File: src/rtl/pgx_pkg.sv
package pgx_pkg;
  localparam int unsigned PGX_AW         = 32;
  localparam int unsigned PGX_PAGE_SHIFT = 12;
  localparam int unsigned PGX_SLOT_SHIFT = 3;

  typedef enum logic [1:0] {
    WS_IDLE  = 2'd0,
    WS_FETCH = 2'd1,
    WS_WAIT  = 2'd2,
    WS_RESP  = 2'd3
  } walk_state_e;

  typedef struct packed {
    logic                  ok;
    logic [PGX_AW-1:0]     paddr;
  } walk_result_t;
endpackage

File: src/rtl/pgx_rst_sync.sv
module pgx_rst_sync (
  input  logic clk,
  input  logic rst_n_in,
  output logic rst_n_out
);
  logic [1:0] sync_q;

  always_ff @(posedge clk or negedge rst_n_in) begin
    if (!rst_n_in) sync_q <= 2'b00;
    else           sync_q <= {sync_q[0], 1'b1};
  end

  assign rst_n_out = sync_q[1];
endmodule

File: src/rtl/pgx_cfg_regs.sv
module pgx_cfg_regs #(
  parameter int unsigned AW = 32
) (
  input  logic          clk,
  input  logic          rst_n,
  input  logic          cfg_we,
  input  logic          cfg_sel,
  input  logic [AW-1:0] cfg_wdata,
  output logic [AW-1:0] origin_q,
  output logic [AW-1:0] extent_q
);
  logic          origin_en, extent_en;
  logic [AW-1:0] origin_d, extent_d;

  always_comb begin
    origin_en = cfg_we && !cfg_sel;
    extent_en = cfg_we &&  cfg_sel;
    origin_d  = cfg_wdata;
    extent_d  = cfg_wdata;
  end

  always_ff @(posedge clk or negedge rst_n) begin
    if (!rst_n) begin
      origin_q <= '0;
      extent_q <= '0;
    end else begin
      if (origin_en) origin_q <= origin_d;
      if (extent_en) extent_q <= extent_d;
    end
  end
endmodule

File: src/rtl/pgx_index_calc.sv
module pgx_index_calc #(
  parameter int unsigned AW           = 32,
  parameter int unsigned PAGE_SHIFT   = 12,
  parameter int unsigned SLOT_SHIFT   = 3,
  parameter bit          ORIGIN_MSB_OFF = 1'b1
) (
  input  logic [AW-1:0]         laddr,
  input  logic [AW-1:0]         origin,
  input  logic [AW-1:0]         extent,
  output logic [AW-1:0]         slot_addr,
  output logic                  in_range,
  output logic [PAGE_SHIFT-1:0] page_off
);
  localparam int unsigned IDX_W = AW - PAGE_SHIFT;

  logic [IDX_W-1:0] page_idx;
  logic [AW-1:0]    idx_ext;
  logic [AW-1:0]    slot_count;
  logic [AW-1:0]    origin_eff;

  generate
    if (ORIGIN_MSB_OFF) begin : g_msb_off
      assign origin_eff = {1'b0, origin[AW-2:0]};
    end else begin : g_msb_kept
      assign origin_eff = origin;
    end
  endgenerate

  always_comb begin
    page_idx   = laddr[AW-1:PAGE_SHIFT];
    page_off   = laddr[PAGE_SHIFT-1:0];
    idx_ext    = {{PAGE_SHIFT{1'b0}}, page_idx};
    slot_count = extent >> SLOT_SHIFT;
    in_range   = (idx_ext < slot_count);
    slot_addr  = origin_eff + (idx_ext << SLOT_SHIFT);
  end
endmodule

File: src/rtl/pgx_walk_ctrl.sv
module pgx_walk_ctrl
  import pgx_pkg::*;
#(
  parameter int unsigned AW         = 32,
  parameter int unsigned PAGE_SHIFT = 12
) (
  input  logic                  clk,
  input  logic                  rst_n,
  input  logic                  req_valid,
  output logic                  req_ready,
  input  logic [AW-1:0]         slot_addr,
  input  logic                  in_range,
  input  logic [PAGE_SHIFT-1:0] page_off,
  output logic                  mem_req_valid,
  input  logic                  mem_req_ready,
  output logic [AW-1:0]         mem_req_addr,
  input  logic                  mem_rsp_valid,
  input  logic [AW-1:0]         mem_rsp_data,
  input  logic                  mem_rsp_err,
  output logic                  rsp_valid,
  output walk_result_t          rsp_result
);
  walk_state_e           st_q, st_d;
  logic [AW-1:0]         slot_q, slot_d;
  logic [PAGE_SHIFT-1:0] off_q, off_d;
  walk_result_t          res_q, res_d;
  logic                  cap_en, res_en;

  always_comb begin
    st_d          = st_q;
    slot_d        = slot_q;
    off_d         = off_q;
    res_d         = res_q;
    cap_en        = 1'b0;
    res_en        = 1'b0;
    req_ready     = 1'b0;
    mem_req_valid = 1'b0;
    rsp_valid     = 1'b0;
    unique case (st_q)
      WS_IDLE: begin
        req_ready = 1'b1;
        if (req_valid) begin
          cap_en = 1'b1;
          slot_d = slot_addr;
          off_d  = page_off;
          if (in_range) begin
            st_d = WS_FETCH;
          end else begin
            res_en      = 1'b1;
            res_d.ok    = 1'b0;
            res_d.paddr = '0;
            st_d        = WS_RESP;
          end
        end
      end
      WS_FETCH: begin
        mem_req_valid = 1'b1;
        if (mem_req_ready) st_d = WS_WAIT;
      end
      WS_WAIT: begin
        if (mem_rsp_valid) begin
          res_en = 1'b1;
          if (mem_rsp_err) begin
            res_d.ok    = 1'b0;
            res_d.paddr = '0;
          end else begin
            res_d.ok    = 1'b1;
            res_d.paddr = {mem_rsp_data[AW-1:PAGE_SHIFT], off_q};
          end
          st_d = WS_RESP;
        end
      end
      WS_RESP: begin
        rsp_valid = 1'b1;
        st_d      = WS_IDLE;
      end
      default: st_d = WS_IDLE;
    endcase
  end

  always_ff @(posedge clk or negedge rst_n) begin
    if (!rst_n) begin
      st_q   <= WS_IDLE;
      slot_q <= '0;
      off_q  <= '0;
      res_q  <= '0;
    end else begin
      st_q <= st_d;
      if (cap_en) begin
        slot_q <= slot_d;
        off_q  <= off_d;
      end
      if (res_en) res_q <= res_d;
    end
  end

  assign mem_req_addr = slot_q;
  assign rsp_result   = res_q;
endmodule

File: src/rtl/pgtbl_xlate.sv
module pgtbl_xlate
  import pgx_pkg::*;
#(
  parameter int unsigned AW         = PGX_AW,
  parameter int unsigned PAGE_SHIFT = PGX_PAGE_SHIFT,
  parameter int unsigned SLOT_SHIFT = PGX_SLOT_SHIFT
) (
  input  logic          clk,
  input  logic          rst_n,
  input  logic          cfg_we,
  input  logic          cfg_sel,
  input  logic [AW-1:0] cfg_wdata,
  input  logic          req_valid,
  output logic          req_ready,
  input  logic [AW-1:0] req_addr,
  output logic          mem_req_valid,
  input  logic          mem_req_ready,
  output logic [AW-1:0] mem_req_addr,
  input  logic          mem_rsp_valid,
  input  logic [AW-1:0] mem_rsp_data,
  input  logic          mem_rsp_err,
  output logic          rsp_valid,
  output logic          rsp_ok,
  output logic [AW-1:0] rsp_paddr
);
  logic                  rst_n_int;
  logic [AW-1:0]         origin_q, extent_q, slot_addr;
  logic                  in_range;
  logic [PAGE_SHIFT-1:0] page_off;
  walk_result_t          result;

  pgx_rst_sync u_rst (
    .clk       (clk),
    .rst_n_in  (rst_n),
    .rst_n_out (rst_n_int)
  );

  pgx_cfg_regs #(.AW(AW)) u_regs (
    .clk       (clk),
    .rst_n     (rst_n_int),
    .cfg_we    (cfg_we),
    .cfg_sel   (cfg_sel),
    .cfg_wdata (cfg_wdata),
    .origin_q  (origin_q),
    .extent_q  (extent_q)
  );

  pgx_index_calc #(
    .AW(AW), .PAGE_SHIFT(PAGE_SHIFT), .SLOT_SHIFT(SLOT_SHIFT), .ORIGIN_MSB_OFF(1'b1)
  ) u_idx (
    .laddr     (req_addr),
    .origin    (origin_q),
    .extent    (extent_q),
    .slot_addr (slot_addr),
    .in_range  (in_range),
    .page_off  (page_off)
  );

  pgx_walk_ctrl #(.AW(AW), .PAGE_SHIFT(PAGE_SHIFT)) u_walk (
    .clk           (clk),
    .rst_n         (rst_n_int),
    .req_valid     (req_valid),
    .req_ready     (req_ready),
    .slot_addr     (slot_addr),
    .in_range      (in_range),
    .page_off      (page_off),
    .mem_req_valid (mem_req_valid),
    .mem_req_ready (mem_req_ready),
    .mem_req_addr  (mem_req_addr),
    .mem_rsp_valid (mem_rsp_valid),
    .mem_rsp_data  (mem_rsp_data),
    .mem_rsp_err   (mem_rsp_err),
    .rsp_valid     (rsp_valid),
    .rsp_result    (result)
  );

  assign rsp_ok    = result.ok;
  assign rsp_paddr = result.paddr;
endmodule

File: config.mk
export PLATFORM = sky130hd
export DESIGN_NAME = pgtbl_xlate
export DESIGN_NICKNAME = d
export VERILOG_FILES = /design/src/rtl/pgx_pkg.sv /design/src/rtl/pgx_rst_sync.sv /design/src/rtl/pgx_cfg_regs.sv /design/src/rtl/pgx_index_calc.sv /design/src/rtl/pgx_walk_ctrl.sv /design/src/rtl/pgtbl_xlate.sv
export SDC_FILE = /design/constraint.sdc
export NUM_CORES = 1
export LEC_CHECK = 0
export BUFFER_PORTS_ARGS = -buffer_cell sky130_fd_sc_hd__buf_2
export CORE_ASPECT_RATIO = 1.2
export CORE_UTILIZATION = 57
export DETAILED_ROUTE_END_ITERATION = 8
export GPL_ROUTABILITY_DRIVEN = 0
export PLACE_DENSITY_LB_ADDON = 0.05
export SYNTH_ARGS = -nofsm -noshare
export SYNTH_HDL_FRONTEND = slang
export SYNTH_HIERARCHICAL = 1
export SYNTH_SLANG_ARGS = --single-unit
File: constraint.sdc
create_clock -name clk -period 8.1 [get_ports clk]
set_input_delay 1.62 -clock clk [delete_from_list [all_inputs] [get_ports clk]]
set_output_delay 1.62 -clock clk [all_outputs]
set_load 0.03 [all_outputs]
==> results of run 1 <==
-- power breakdown --
group | switching (W) | leakage, nW | internal [W]
clock network | 0.000315 | 0.304 | 0.000523
logic | 0.000729 | 2.57 | 0.000470
registers | 0.000130 | 1.69 | 0.000948
total | 0.00117 | 4.56 | 0.00194
-- state kept, by name, summed over array words and instances (netlist names) --
name	flops
u_regs/extent_q	29
u_walk/mem_req_addr	32
u_walk/rsp_result	33
u_regs/origin_q	31
u_walk/st_q	2
u_rst/sync_q	2
u_walk/off_q	12
-- routing by layer --
layer  up-vias  share of wire (%)  track usage, %
met2       137                 51            41.3
met1      2454                 43            29.5
met3        14                4.4            4.64
li1       2412                  -               -
met5         -                  0               0
met4         0                1.2            8.17
-- layout make-up --
| type | count | share of cell area (%) |
|---|---|---|
| Sequential cell | 141 | 40.1 |
| Clock inverter | 14 | 2.36 |
| Timing Repair Buffer | 162 | 9.28 |
| Multi-Input combinational cell | 385 | 38.5 |
| Antenna cell | 1 | 0.0284 |
| Tap cell | 164 | 2.33 |
| Inverter | 60 | 2.56 |
| Clock buffer | 18 | 4.87 |
-- worst paths after layout --
path | startpoint | to | cells after the start | slack, ns
max | req_addr[13] | u_walk/rsp_result[32] | 12 | 3.58
min | u_rst/sync_q[0] | u_rst/sync_q[1] | 0 | 0.35
max reg2reg | u_regs/extent_q[4] | u_walk/rsp_result[32] | 12 | 4.56
min reg2reg | u_rst/sync_q[0] | u_rst/sync_q[1] | 0 | 0.35
max in group asynchronous | u_rst/sync_q[1] | u_walk/mem_req_addr[30] | 1 | 6.15
min in group asynchronous | u_rst/sync_q[1] | u_regs/extent_q[21] | 0 | 0.38
-- worst max-delay path, delay by kind of cell --
family	cells	cell delay, ns
buffers and inverters	2	0.25
AOI/OAI and AO/OA	7	1.43
and+or+nand+nor	1	0.80
adders and majority gates	1	0.30
muxes	1	0.42
-- metrics by stage --
stage | total power (W) | area [sq um] | utilization, %
floorplan | 0.00197 | 7420 | -
global placement | 0.00225 | 8170 | 64.5
detailed placement | 0.00229 | 8170 | 64.5
CTS | 0.00314 | 8810 | 69.6
global route | 0.00329 | 8810 | 69.6
finish | 0.00312 | 8810 | 69.6
==> reports/qor.txt, run 1 <==
yosys warns = 6
clk_lat worst skew = 0.42 ns
vias in the first global route = 5224
DR pass1 iterations = 4
io pins = 172
ratio of cells with drive above 1 in the final layout = 40.5%
setup bufs post-CTS = 0
Final Max Slew Viols = 0
clk slew on worst S/H paths = 0.07 ns
Mean Syn Cell Area = 11.9 sq um
Die Area = 13500 sq um
RSZ-0062 raised after global routing = false
1st-iter DRT viols = 242
Max VDD drop = 0.187 mV
wire length per cell = 15.9 um
filler instances = 936
Sum Neg Setup Slack = 0 ns
routed wire length = 15000 um
Layout Nets = 917
Total GRT Usage = 23.8%
crit path cell chain = buf_2 > ha_1 > a211o_1 > o2111ai_1 > a21oi_1 > o221ai_1 > a21oi_1 > o21ai_0 > inv_1 > a32oi_1 > or3_2 > mux2_2
endpoints failing setup = 0
Area Growth Syn to Fin = 18.7%
Clock Path Buffers = 2
Crit-path slowest cell = or3_2
Setup WS post-layout = 3.58 ns
# resized after CTS = 0
max cap viols = 0
most frequent cells in the layout = buf_2 (159), dfrtp_1 (140), mux2_2 (99)
Die Span Y = 127 um
first-pass GRT wire length = 25000 um
starting density of the core = 58.6%
FF/Latch Area = 3530 sq um
Critical Path Max Stage Delay = 0.80 ns
Max Fanout on Critical Path = 33
initial antenna violation count = 1
clk_skew = 0.0110 ns
TritonCTS clock tree = done
fin crit share = 55.7%
static leakage = 4.56 nW
CP Class = in -> reg
commonest non-fill, non-tap cell in the layout = buf_2
Hold Crit Class = reg -> reg
post-place setup slack = 3.18 ns
Worst-Margin Slew = 1.11 ns
Fin. Hold Viols = 0
Startpoint Class = input port
Multi-input gate area = 3390 sq um
Worst EP required = 8.40 ns
CTS sink count = 141
min cycle time layout = 4.52 ns
Hold Slack = 0.350 ns
post-route ant nets = 0
status = finished, final reports clean
CTS buffer count = 17
Congestion Overflow GR = 0
port bufs = 159
hpwl dp = 10700 um
H-tree Lvls = 4
Placed Cells = 912
Mapped Nets = 772
Post-Synthesis Cells = 622
PwrDens = 353 nW/um^2
Cell Area, Synth = 7420 sq um
Non-Filler Instances = 945
CP Capture Type = flip-flop
via/cell ratio = 5.31
Die X = 106 um
Hold-fix buffers, CTS = 0
CP dominant cell by count = a21oi_1
clk root buf = clkbuf_16
row count = 45
largest net degree at the start of global routing = 86
CP Data Arrival Time = 4.81 ns
Residual DRC = 0
DR vias = 5017
core footprint = 12700 sq um
Rel. slew slack = 25.8%
maximum clock frequency = 0.221 GHz
Power figures use the tool's default switching activity.
==> run 2, diff against run 1 <==
CORE_UTILIZATION = 55   (was 57)
clock period = 4.64 ns   (was 8.1 ns; I/O delays follow)
==> reports/qor.txt, run 2 (synthesis gave the netlist of run 1 again) <==
status = finished, final reports clean
CTS sink count = 141 (unchanged)
CP Class = in -> reg
Total GRT Usage = 22.5% (-1.2 points)
fin crit share = 81.3%
Die Span Y = 129 um (+1.8%)
core footprint = 13200 sq um (+4.0%)
vias in the first global route = 5093 (-2.5%)
via/cell ratio = 5.25 (-1.0%)
most frequent cells in the layout = buf_2 (159), dfrtp_1 (140), mux2_2 (99)
clk_lat worst skew = 0.42 ns (about the same)
port bufs = 159 (unchanged)
CP Data Arrival Time = 4.10 ns (-0.71 ns)
clk_skew = 0.00837 ns (-0.00266 ns)
RSZ-0062 raised after global routing = false
number of flip-flops in the largest register = 33 (unchanged)
Residual DRC = 0 (unchanged)
Reg2Reg Capture Point = u_walk/rsp_result[1]
Critical Path Max Stage Delay = 0.53 ns (-0.27 ns)
starting density of the core = 56.3% (-2.3 points)
H-tree Lvls = 4 (unchanged)
crit path cell chain = buf_2 > ha_1 > a211o_1 > o2111ai_1 > a21oi_1 > o221ai_1 > a21oi_1 > o21ai_0 > inv_1 > a32oi_1 > or3_2 > buf_4 > mux2i_1
hpwl dp = 10800 um (+1.3%)
Startpoint Class = input port
Congestion Overflow GR = 0 (unchanged)
CTS buffer count = 17 (unchanged)
Die Area = 14000 sq um (+3.6%)
row count = 46 (+2.2%)
first-pass GRT wire length = 24100 um (-3.4%)
routed wire length = 14900 um (-0.59%)
DR vias = 4996 (-0.42%)
reg2reg setup slack = 1.13 ns (-3.43 ns)
Area Growth Syn to Fin = 18.9%
largest net degree at the start of global routing = 79 (-8.1%)
Hold-fix buffers, CTS = 0 (unchanged)
ratio of cells with drive above 1 in the final layout = 40.8% (+0.28 points)
Worst-Margin Slew = 1.12 ns (+0.0152 ns)
Crit-path slowest cell = or3_2
max cap viols = 0 (unchanged)
Worst EP required = 4.97 ns (-3.43 ns)
clk root buf = clkbuf_16
wire length per cell = 15.7 um (-1.2%)
commonest non-fill, non-tap cell in the layout = buf_2
static leakage = 4.57 nW (+0.25%)
TritonCTS clock tree = done
RR Startpoint = u_regs/extent_q[4]
clk slew on worst S/H paths = 0.06 ns (about the same)
Final Max Slew Viols = 0 (unchanged)
Rel. slew slack = 24.9% (-0.91 points)
Clock Path Buffers = 2 (unchanged)
maximum clock frequency = 0.265 GHz
1st-iter DRT viols = 152 (-37%)
crit-path leading delay family = compound AO/OA/AOI/OAI gates
Hold Crit Class = in -> async
Hold Slack = 0.273 ns (-0.0774 ns)
Die X = 108 um (+1.8%)
post-route ant nets = 0 (unchanged)
Max Fanout on Critical Path = 21 (-36%)
Fin. Hold Viols = 0 (unchanged)
CP bufs+invs = 3 (+1)
io pins = 172 (unchanged)
endpoints failing setup = 0 (unchanged)
Sum Neg Setup Slack = 0 ns (unchanged)
initial antenna violation count = 1 (unchanged)
PwrDens = 611 nW/um^2 (+73%)
Layout Nets = 919 (+0.22%)
# resized after CTS = 0 (unchanged)
Max VDD drop = 0.356 mV (+91%)
setup bufs post-CTS = 0 (unchanged)
DR pass1 iterations = 4 (unchanged)
R2R depth = 13 (+1)
min cycle time layout = 3.77 ns
CP Capture Type = flip-flop
CP dominant cell by count = a21oi_1
## run 2: layout make-up
type	instances	area [sq um]
fillers	1021	4350
well taps	168	210
clock inverters	14	181
inverters	60	225
multi-input cells	385	3390
diodes	1	2.50
repair buffers	164	846
flip-flops and latches	141	3530
clock buffers	18	439
## run 2: how the worst max path moves through the flow
stage                               start              endpoint  slack, ns  depth (start not counted)
after floorplan           u_rst/sync_q[1]   u_regs/extent_q[10]       0.42                          0
after global placement       req_addr[13]  u_walk/rsp_result[5]       0.67                         13
after detailed placement     req_addr[13]  u_walk/rsp_result[1]       0.52                         13
after CTS                    req_addr[13]  u_walk/rsp_result[1]       0.89                         13
after global routing         req_addr[13]  u_walk/rsp_result[1]       0.62                         13
final                        req_addr[13]  u_walk/rsp_result[1]       0.87                         13
## run 2: metrics by stage
| stage | total power (W) | area [sq um] | cells | setup WS (ns) | util (%) |
|---|---|---|---|---|---|
| 4_1_cts | 0.00545 | 8830 | 950 | 0.893 | 67.0 |
| 5_1_grt | 0.00571 | 8830 | 951 | 0.618 | 67.0 |
| 2_1_floorplan | 0.00344 | 7420 | 622 | 0.421 | - |
| 3_3_place_gp | 0.00394 | 8210 | 918 | 0.670 | 62.3 |
| 6_report | 0.00539 | 8830 | 951 | 0.868 | 67.0 |
| 3_5_place_dp | 0.00401 | 8210 | 918 | 0.524 | 62.3 |
## run 2: where the power goes
group          internal, W  switching [W]  total [W]
logic             0.000822        0.00127    0.00210
clock network     0.000871       0.000541    0.00141
registers          0.00165       0.000230    0.00188
## run 2: metal layers
| layer | share of wire (%) | vias to the layer above | global-route usage, % |
|---|---|---|---|
| met4 | 2.2 | 0 | 9.99 |
| met1 | 42 | 2414 | 26.3 |
| met2 | 51 | 138 | 39.6 |
| met5 | 0 | - | 0 |
| li1 | - | 2421 | - |
| met3 | 4.8 | 23 | 4.73 |
==> run 3, diff against run 2 <==
CORE_UTILIZATION = 49   (was 55)
clock period = 3.3 ns   (was 4.64 ns; I/O delays follow)
==> reports/qor.txt, run 3 (synthesis gave the netlist of run 1 again) <==
status = finished, final reports clean
first-pass GRT wire length = 24700 um (+2.4%)
initial antenna violation count = 0 (-1)
Residual DRC = 0 (unchanged)
Worst-Margin Slew = 0.969 ns (-0.155 ns)
ratio of cells with drive above 1 in the final layout = 41.3% (+0.50 points)
Die X = 114 um (+5.8%)
clk_lat worst skew = 0.42 ns (about the same)
endpoints failing setup = 0 (unchanged)
routed wire length = 15200 um (+2.1%)
number of flip-flops in the largest register = 33 (unchanged)
CP Class = reg -> reg
CTS sink count = 141 (unchanged)
Worst Hold Path Cells = 0
Multi-input gate area = 3390 sq um (unchanged)
maximum clock frequency = 0.336 GHz
port bufs = 159 (unchanged)
hpwl dp = 11500 um (+5.8%)
via/cell ratio = 5.06 (-3.6%)
PwrDens = 843 nW/um^2 (+38%)
filler instances = 1257 (+23%)
max cap viols = 0 (unchanged)
clock group share of total power = 25.2% (-1.0 points)
# resized after CTS = 0 (unchanged)
Die Area = 15600 sq um (+12%)
Setup WS post-layout = 0.326 ns (-0.542 ns)
Congestion Overflow GR = 0 (unchanged)
vias in the first global route = 5158 (+1.3%)
largest net degree at the start of global routing = 52 (-34%)
Clock Path Buffers = 2 (unchanged)
Worst EP required = 3.63 ns (-1.34 ns)
Total GRT Usage = 20.7% (-1.8 points)
Seq pwr share = 35.3% (+0.4 points)
Sw Pwr = 0.00286 W (+40%)
Fin. Hold Viols = 0 (unchanged)
R2R depth = 13 (unchanged)
DR vias = 5024 (+0.56%)
min cycle time layout = 2.97 ns
switch share = 38.0% (+0.10 points)
Hold EP = u_rst/sync_q[1]
CP Capture Type = flip-flop
RSZ-0062 raised after global routing = false
CP Data Arrival Time = 3.31 ns (-0.79 ns)
starting density of the core = 50.9% (-5.5 points)
Internal Pwr Total = 0.00466 W (+39%)
Sum Neg Setup Slack = 0 ns (unchanged)
DR pass1 iterations = 4 (unchanged)
Finished Core Util = 61.2% (-5.8 points)
Max Fanout on Critical Path = 10 (-52%)
Antenna Cells = 0 (-1)
post-place setup slack = -0.0730 ns (-0.597 ns)
core footprint = 14600 sq um (+11%)
reg2reg setup slack = 0.33 ns (-0.80 ns)
clk slew on worst S/H paths = 0.06 ns (about the same)
Layout Nets = 929 (+1.1%)
Final Max Slew Viols = 0 (unchanged)
total power = 0.00753 W (+40%)
placement-stage cell area = 8330 sq um (+1.5%)
row count = 48 (+4.3%)
Hold Crit Class = reg -> reg
Startpoint Class = flip-flop
Reg2Reg Capture Point = u_walk/rsp_result[1]
RR Startpoint = u_regs/extent_q[4]
post-route cell area = 8930 sq um (+1.1%)
Die Span Y = 137 um (+5.9%)
FF/Latch Area = 3530 sq um (unchanged)
clk root buf = clkbuf_16
clk_skew = 0.00967 ns (+0.00130 ns)
static leakage = 4.60 nW (+0.56%)
H-tree Lvls = 4 (unchanged)
commonest non-fill, non-tap cell in the layout = buf_2
TritonCTS clock tree = done
wire length per cell = 15.3 um (-2.2%)
most frequent cells in the layout = buf_2 (159), dfrtp_1 (140), mux2_2 (99)
1st-iter DRT viols = 144 (-5.3%)
Max VDD drop = 0.439 mV (+23%)
Area Growth Syn to Fin = 20.3%
fin crit share = 90.1%
io pins = 172 (unchanged)
CTS buffer count = 17 (unchanged)
Rel. slew slack = 35.3% (+10 points)
hold path start = u_rst/sync_q[0]
logic gate share of total power = 39.6% (+0.7 points)
post-route ant nets = 0 (unchanged)
run 3: changes by cell type in the layout (fill, tap and decap cells not counted), sizes merged:
| cell | before | now |
|---|---|---|
| buf | 164 | 173 |
| clkbuf | 18 | 20 |
| clkinv | 4 | 3 |
| bufinv | 3 | 2 |
| clkinvlp | 1 | 5 |
| dlygate4sd3 | 0 | 1 |
| diode | 1 | 0 |
| inv | 66 | 62 |
run 3: per-stage QoR:
| step | instances | hold slack (ns) |
|---|---|---|
| global route | 992 | 0.382 |
| CTS | 992 | 0.375 |
| finish | 992 | 0.364 |
| floorplan | 622 | 0.331 |
| global placement | 959 | 0.336 |
| detailed placement | 959 | 0.360 |
run 3: worst max-delay path, stage by stage (launching register included):
cell       delay (ns)
dfrtp_1          0.33
inv_1            0.04
ha_1             0.26
a211o_1          0.26
o2111ai_1        0.09
a21oi_1          0.13
o221ai_1         0.22
a21oi_1          0.10
o21ai_0          0.40
inv_1            0.13
a32oi_1          0.21
or3_2            0.25
buf_4            0.25
mux2i_1          0.22
run 3: power groups by stage:
stage	Clock, W	Combinational (W)	Sequential, W
finish	0.00189	0.00298	0.00265
global route	0.00200	0.00322	0.00274
CTS	0.00194	0.00301	0.00267
detailed placement	0	0.00299	0.00269
global placement	0	0.00292	0.00266
floorplan	0	0.00140	0.00344
run 3: what timing repair did:
| item | CTS | global route |
|---|---|---|
| endpoints found under the hold margin | 2 | 0 |
| setup endpoints to repair | 0 | 0 |
| hold buffers | 1 | 0 |
| buffers inserted | 0 | 0 |
run 3: cell type report:
cell class,instances,share of cell area [%]
sequential,141,39.5
multi-input combinational,385,38.0
timing repair buffer,174,10.5
clock buffer,20,5.11
tap,200,2.80
inverter,60,2.52
clock inverter,12,1.54
run 3: layer usage:
metal	global-route usage, %	share of wire (%)
met2	35.9	51
met3	5.18	3.8
met5	0	0
met4	6.71	0.91
met1	25.1	44
run 3: how the worst max path moves through the flow:
stage,cells past startpoint,slack (ns),to,start
floorplan,9,0.36,u_walk/mem_req_addr[31],req_addr[12]
global placement,13,0.001,u_walk/rsp_result[0],req_addr[13]
detailed placement,13,-0.07,u_walk/rsp_result[1],req_addr[13]
CTS,13,0.33,u_walk/rsp_result[1],u_regs/extent_q[4]
global route,13,0.12,u_walk/rsp_result[7],u_regs/extent_q[4]
finish,13,0.33,u_walk/rsp_result[1],u_regs/extent_q[4]
